===== src/rtl/pwr_sleep_pkg.sv =====
package pwr_sleep_pkg;

    localparam int unsigned REG_W      = 8;
    localparam int unsigned SEL_HI_BIT = 6;
    localparam int unsigned SE_BIT     = 5;
    localparam int unsigned SEL_LO_BIT = 4;

    typedef enum logic [1:0] {
        ST_AWAKE = 2'd0,
        ST_IDLE  = 2'd1,
        ST_PDOWN = 2'd2,
        ST_STBY  = 2'd3
    } slp_state_e;

    // Select code {hi,lo}: 00 light, 10 standby, 01 and 11 both deepest.
    function automatic slp_state_e sel_to_state(input logic [1:0] sel);
        slp_state_e r;
        case (sel)
            2'b00:   r = ST_IDLE;
            2'b10:   r = ST_STBY;
            default: r = ST_PDOWN;
        endcase
        return r;
    endfunction

endpackage


===== src/rtl/pwr_sleep_regs.sv =====
module pwr_sleep_regs
    import pwr_sleep_pkg::*;
#(
    parameter int unsigned ADDR_W     = 2,
    parameter int unsigned NUM_PERIPH = 4,
    parameter int unsigned MODE_ADDR  = 0,
    parameter int unsigned GATE_ADDR  = 1
) (
    input  logic                  clk,
    input  logic                  rst_n,
    input  logic [ADDR_W-1:0]     bus_addr,
    input  logic                  bus_wr,
    input  logic [REG_W-1:0]      bus_wdata,
    output logic [REG_W-1:0]      bus_rdata,
    output logic [REG_W-1:0]      mode_reg_o,
    output logic [NUM_PERIPH-1:0] gate_bits_o
);

    localparam logic [ADDR_W-1:0] MODE_A = ADDR_W'(MODE_ADDR);
    localparam logic [ADDR_W-1:0] GATE_A = ADDR_W'(GATE_ADDR);

    typedef struct packed {
        logic [REG_W-1:0]      mode;
        logic [NUM_PERIPH-1:0] gate;
        logic [REG_W-1:0]      rdata;
    } regs_t;

    regs_t q, d;
    logic [REG_W-1:0] gate_view;

    // Gating register as seen on the bus: unused upper bits are tied low.
    generate
        if (NUM_PERIPH < REG_W) begin : g_pad
            assign gate_view = {{(REG_W-NUM_PERIPH){1'b0}}, q.gate};

            AST_RESV_READ_ZERO: assert property (@(posedge clk) disable iff (!rst_n)
                (bus_addr == GATE_A) |=> (bus_rdata[REG_W-1:NUM_PERIPH] == '0));
        end else begin : g_full
            assign gate_view = q.gate[REG_W-1:0];
        end
    endgenerate

    always_comb begin
        d = q;
        if (bus_wr) begin
            if (bus_addr == MODE_A) d.mode = bus_wdata;
            if (bus_addr == GATE_A) d.gate = bus_wdata[NUM_PERIPH-1:0];
        end
        if (bus_addr == MODE_A)      d.rdata = q.mode;
        else if (bus_addr == GATE_A) d.rdata = gate_view;
        else                         d.rdata = '0;
    end

    always_ff @(posedge clk or negedge rst_n) begin
        if (!rst_n) q <= '0;
        else        q <= d;
    end

    assign bus_rdata   = q.rdata;
    assign mode_reg_o  = q.mode;
    assign gate_bits_o = q.gate;

    AST_UNMAPPED_ZERO: assert property (@(posedge clk) disable iff (!rst_n)
        (bus_addr != MODE_A && bus_addr != GATE_A) |=> (bus_rdata == '0));

    AST_REGS_HOLD: assert property (@(posedge clk) disable iff (!rst_n)
        !bus_wr |=> ($stable(mode_reg_o) && $stable(gate_bits_o)));

endmodule


===== src/rtl/pwr_sleep_fsm.sv =====
module pwr_sleep_fsm
    import pwr_sleep_pkg::*;
(
    input  logic       clk,
    input  logic       rst_n,
    input  logic       sleep_req,
    input  logic       wake_evt,
    input  logic       se,
    input  logic [1:0] sel,
    output slp_state_e state_o
);

    typedef struct packed {
        slp_state_e st;
    } fsm_t;

    fsm_t q, d;

    always_comb begin
        d = q;
        if (q.st == ST_AWAKE) begin
            if (sleep_req && se && !wake_evt) d.st = sel_to_state(sel);
        end else if (wake_evt) begin
            d.st = ST_AWAKE;
        end
    end

    always_ff @(posedge clk or negedge rst_n) begin
        if (!rst_n) q <= '{st: ST_AWAKE};
        else        q <= d;
    end

    assign state_o = q.st;

    AST_NO_ENABLE_NO_SLEEP: assert property (@(posedge clk) disable iff (!rst_n)
        (state_o == ST_AWAKE && !se) |=> (state_o == ST_AWAKE));

    AST_ALIAS_DEEPEST: assert property (@(posedge clk) disable iff (!rst_n)
        (state_o == ST_AWAKE && sleep_req && se && !wake_evt && sel[0])
        |=> (state_o == ST_PDOWN));

    AST_WAKE_EXIT: assert property (@(posedge clk) disable iff (!rst_n)
        (state_o != ST_AWAKE && wake_evt) |=> (state_o == ST_AWAKE));

    AST_MODE_HELD: assert property (@(posedge clk) disable iff (!rst_n)
        (state_o != ST_AWAKE && !wake_evt) |=> $stable(state_o));

    AST_WAKE_BLOCKS_ENTRY: assert property (@(posedge clk) disable iff (!rst_n)
        (state_o == ST_AWAKE && wake_evt) |=> (state_o == ST_AWAKE));

endmodule


===== src/rtl/pwr_sleep_gate.sv =====
module pwr_sleep_gate
    import pwr_sleep_pkg::*;
#(
    parameter int unsigned NUM_PERIPH = 4
) (
    input  logic                  clk,
    input  logic                  rst_n,
    input  slp_state_e            state,
    input  logic [NUM_PERIPH-1:0] gate_bits,
    output logic [NUM_PERIPH-1:0] clk_en
);

    logic deep;
    assign deep = (state == ST_PDOWN) || (state == ST_STBY);

    generate
        for (genvar i = 0; i < NUM_PERIPH; i++) begin : g_lane
            assign clk_en[i] = !gate_bits[i] && !deep;

            AST_RESTORE_ON_CLEAR: assert property (@(posedge clk) disable iff (!rst_n)
                (!deep && $fell(gate_bits[i])) |-> clk_en[i]);
        end
    endgenerate

    AST_DEEP_ALL_OFF: assert property (@(posedge clk) disable iff (!rst_n)
        (state == ST_STBY || state == ST_PDOWN) |-> (clk_en == '0));

endmodule


===== src/rtl/pwr_sleep_ctrl.sv =====
module pwr_sleep_ctrl
    import pwr_sleep_pkg::*;
#(
    parameter int unsigned ADDR_W     = 2,
    parameter int unsigned NUM_PERIPH = 4,
    parameter int unsigned MODE_ADDR  = 0,
    parameter int unsigned GATE_ADDR  = 1
) (
    input  logic                  clk,
    input  logic                  rst_n,
    input  logic [ADDR_W-1:0]     bus_addr,
    input  logic                  bus_wr,
    input  logic [7:0]            bus_wdata,
    output logic [7:0]            bus_rdata,
    input  logic                  sleep_req,
    input  logic                  wake_evt,
    output logic                  asleep_o,
    output logic                  slp_idle_o,
    output logic                  slp_pdown_o,
    output logic                  slp_stby_o,
    output logic [NUM_PERIPH-1:0] periph_clk_en_o
);

    logic [REG_W-1:0]      mode_reg;
    logic [NUM_PERIPH-1:0] gate_bits;
    slp_state_e            state;

    pwr_sleep_regs #(
        .ADDR_W    (ADDR_W),
        .NUM_PERIPH(NUM_PERIPH),
        .MODE_ADDR (MODE_ADDR),
        .GATE_ADDR (GATE_ADDR)
    ) u_regs (
        .clk        (clk),
        .rst_n      (rst_n),
        .bus_addr   (bus_addr),
        .bus_wr     (bus_wr),
        .bus_wdata  (bus_wdata),
        .bus_rdata  (bus_rdata),
        .mode_reg_o (mode_reg),
        .gate_bits_o(gate_bits)
    );

    pwr_sleep_fsm u_fsm (
        .clk      (clk),
        .rst_n    (rst_n),
        .sleep_req(sleep_req),
        .wake_evt (wake_evt),
        .se       (mode_reg[SE_BIT]),
        .sel      ({mode_reg[SEL_HI_BIT], mode_reg[SEL_LO_BIT]}),
        .state_o  (state)
    );

    pwr_sleep_gate #(
        .NUM_PERIPH(NUM_PERIPH)
    ) u_gate (
        .clk      (clk),
        .rst_n    (rst_n),
        .state    (state),
        .gate_bits(gate_bits),
        .clk_en   (periph_clk_en_o)
    );

    assign asleep_o    = (state != ST_AWAKE);
    assign slp_idle_o  = (state == ST_IDLE);
    assign slp_pdown_o = (state == ST_PDOWN);
    assign slp_stby_o  = (state == ST_STBY);

    AST_ENABLE_KEPT_ON_WAKE: assert property (@(posedge clk) disable iff (!rst_n)
        (asleep_o && wake_evt && !bus_wr) |=> $stable(mode_reg[SE_BIT]));

endmodule


===== config.mk =====
export PLATFORM = sky130hd
export DESIGN_NAME = pwr_sleep_ctrl
export DESIGN_NICKNAME = d
export VERILOG_FILES = /design/src/rtl/pwr_sleep_pkg.sv /design/src/rtl/pwr_sleep_regs.sv /design/src/rtl/pwr_sleep_fsm.sv /design/src/rtl/pwr_sleep_gate.sv /design/src/rtl/pwr_sleep_ctrl.sv
export SDC_FILE = /design/constraint.sdc
export NUM_CORES = 1
export LEC_CHECK = 0
export BUFFER_PORTS_ARGS = -buffer_cell sky130_fd_sc_hd__buf_2
export CAP_MARGIN = 25
export CORE_MARGIN = 2
export CORE_UTILIZATION = 47
export CTS_CLUSTER_DIAMETER = 60
export DETAILED_ROUTE_END_ITERATION = 8
export GPL_TIMING_DRIVEN = 0
export PLACE_DENSITY = 0.81
export SKIP_CTS_REPAIR_TIMING = 1
export SLEW_MARGIN = 10
export SYNTH_ARGS = -nofsm -noshare
export SYNTH_HDL_FRONTEND = slang
export SYNTH_SLANG_ARGS = --single-unit

===== constraint.sdc =====
create_clock -name clk -period 1.3 [get_ports clk]
set_clock_uncertainty 0.2 [all_clocks]
set_input_delay 0.26 -clock clk [delete_from_list [all_inputs] [get_ports clk]]
set_output_delay 0.26 -clock clk [all_outputs]
set_load 0.02 [all_outputs]

==> flow_metrics.env <==
export IMPL_status="finished, violations left"
export IMPL_violations="setup timing"
export IMPL_cts_tree="done"
export IMPL_grt_max_degree=23
export IMPL_firstDrtPassIters=4
export IMPL_ff2ff_setup_slack_ns=0.05
export IMPL_drc=0
export IMPL_final_max_slew_viol_count=0
export IMPL_hold_start="wake_evt"
export IMPL_rows=15
export IMPL_coreArea_um2=1760
export IMPL_crit_path_start="u_fsm.state_o[1]"
export IMPL_muxShareOfSynthArea_pct=19.6
export IMPL_dp_cells=120
export IMPL_syn_cell_area_um2=896
export IMPL_antenna_found_initial=0
export IMPL_syn2layout_area_growth_pct=61.3
export IMPL_clk_path_buf_depth=2
export IMPL_rsz0062_at_grt="yes"
export IMPL_fmax_mhz=614
export IMPL_tightest_slew_ns=0.482
export IMPL_criticalPathCategory="reg2out"
export IMPL_syn_inst=67
export IMPL_ys_flop_type="dfrtp_1"
export IMPL_clkSinkCount=22
export IMPL_synth_seq_area_share_pct=61.5
export IMPL_power_leakage_nw=0.678
export IMPL_holdCritPathClass="in2reg"
export IMPL_dpl_cell_area_um2=1100
export IMPL_die_w_um=47.7
export IMPL_hold_viol=0
export IMPL_synth_top_area_cell="dfrtp_1"
export IMPL_clkLatencyLatePin_ns=0.31
export IMPL_wl_per_cell_um=13.9
export IMPL_synth_edf_count=0
export IMPL_synth_compound_area_share_pct=1.54
export IMPL_fin_nets=129
export IMPL_whs_ns=0.0363
export IMPL_period_share_pct=125
export IMPL_grtUsageTotal_pct=16.3
export IMPL_yosys_area_share_simple_pct=14.8
export IMPL_yosysMostFrequentCell="dfrtp_1"
export IMPL_fin_ws_ns=-0.328
export IMPL_crit_fanout=5
export IMPL_final_cells=138
export IMPL_cap_violations=0
export IMPL_numCtsBuffers=3
export IMPL_drive_gt1_share_pct=53.1
export IMPL_ys_ff_latch=22
export IMPL_endpoint_kind="output port"
export IMPL_setup_viol_count_final=9
export IMPL_antennaDiodeCount=0
export IMPL_die_height_um=47.7
export IMPL_drt_iter0_drc=12
export IMPL_total_power_mw=1.97
export IMPL_die_area_um2=2270
export IMPL_worstPathRequired_ns=0.84
export IMPL_yosysTopAreaCellShare_pct=61.5
export IMPL_via_per_inst=4.91
export IMPL_synth_distinct_cells=18
export IMPL_drt_total_wl_mm=1.92
export IMPL_overflow=0
export IMPL_grt_pass1_wl_mm=2.35
export IMPL_ant_nets=0
export IMPL_synth_adder_area_share_pct=0
export IMPL_synth_common_cells="dfrtp_1 (22), mux2_2 (12), nor2_1 (11), and2_1 (5), mux2i_1 (4)"
export IMPL_reg2reg_depth=3
export IMPL_first_global_vias=531
export IMPL_arrival_ns=1.17
export IMPL_crit_end="asleep_o"
export IMPL_cts_root_buffer_cell="clkbuf_4"
export IMPL_cts_max_level=1
export IMPL_synth_xor_area_share_pct=0
export IMPL_start_util_pct=50.8
export IMPL_io_buffers=28
export IMPL_clkSlewWorstSetupHoldPaths_ns=0.11
export IMPL_async_flop_share_pct=100
export IMPL_boundaryPins=31
export IMPL_via_count=678
export IMPL_r2r_end="u_fsm.state_o[0]"
export IMPL_worstSetupStartpointType="register"
export IMPL_nFillCells=106
export IMPL_yosys_top_cells_area="dfrtp_1 (61%), mux2_2 (15%), nor2_1 (4.6%)"
export IMPL_gp_congestion=0.736
export IMPL_ir_drop_mv=0.932
export IMPL_fin_area_um2=1450
export IMPL_timing_rr_start="u_fsm.state_o[1]"
export IMPL_synth_area_per_cell_um2=13.4
export IMPL_place_hpwl_mm=1.17
export IMPL_maxSlewHeadroom_pct=67.8
export IMPL_syn_num_nets=82
export IMPL_power_density_nw_per_um2=1360
export IMPL_synth_top_family_by_area="multiplexers"
export IMPL_min_period_ns=1.63
export IMPL_yosysWarningCount=0
## final cells by class
type                    instances  area, um2  share of cell area [%]
plain buffers                   2       45.0                    3.12
inverters                       1       3.75                   0.260
well taps                      25       31.3                    2.16
multi-input cells              41        370                    25.6
clock inverters                 1       30.0                    2.08
clock buffers                   3       22.5                    1.56
repair buffers                 43        390                    27.0
flip-flops and latches         22        552                    38.2
## flip-flops by register name (all words and copies together), names as in the netlist
signal,cells
u_regs.gate_bits_o,4
u_regs.mode_reg_o,8
u_regs.bus_rdata,8
u_fsm.state_o,2
## cells by family (layout without fill, tap and decap cells)
logic type	after synthesis	after routing
flops	22	22
simple gates	23	23
mux	16	16
compound gates	2	2
buf+inv	4	50
## per-layer routing
layer  GRT usage, %  up-vias  routed length, um
met3           3.40        7                112
met4           14.6        0                 59
li1               -      318                  -
met5              0        -                  0
met1           19.2      326                832
met2           25.1       27                914
## critical path, cell delays in order (launching register included)
cell and delay, ns:
dfrtp_2 0.47, or2_4 0.26, buf_6 0.13
## through the flow
| step | setup slack [ns] | TNS, ns | util (%) |
|---|---|---|---|
| after floorplan | -0.121 | -0.925 | - |
| after global placement | -0.235 | -2.40 | 62.6 |
| after detailed placement | -0.273 | -2.91 | 62.6 |
| after CTS | -0.540 | -3.70 | 65.6 |
| after global routing | -0.374 | -3.04 | 81.9 |
| final | -0.328 | -2.39 | 81.9 |
## worst min-delay path by stage
| stage | to | slack [ns] | cells past startpoint |
|---|---|---|---|
| 2_1_floorplan | u_fsm.state_o[0] | -0.24 | 0 |
| 4_1_cts | u_regs.mode_reg_o[1] | -0.31 | 1 |
| 6_report | u_fsm.state_o[1] | 0.04 | 3 |
| 3_3_place_gp | u_regs.bus_rdata[0] | 0.04 | 1 |
| 3_5_place_dp | u_regs.bus_rdata[0] | 0.04 | 1 |
| 5_1_grt | u_fsm.state_o[1] | 0.01 | 3 |
## report_power, final
part           switching, mW  internal, mW  total (mW)
clock                  0.202         0.312       0.514
sequential            0.0876         0.788       0.875
combinational          0.250         0.333       0.583
## layout by cell type (no fill, tap or decap)
cell type	netlist	final
a21oi_1	1	1
and2_1	5	4
and2_4	0	1
buf_12	0	1
buf_2	0	12
buf_4	0	1
buf_6	1	18
bufinv_16	0	1
clkbuf_16	0	1
clkbuf_4	0	3
dfrtp_1	22	21
dfrtp_2	0	1
dlygate4sd3_1	0	12
inv_2	0	1
mux2_2	12	11
mux2_4	0	1
mux2i_1	4	4
nand2_1	1	1
nand2b_1	1	1
nand3b_1	1	1
nand4bb_1	1	1
nor2_1	11	6
nor2_4	0	5
nor2b_2	0	1
nor3b_4	1	1
o41ai_1	1	1
or2_4	0	1
Note: power is estimated with default switching activity, not from simulation.
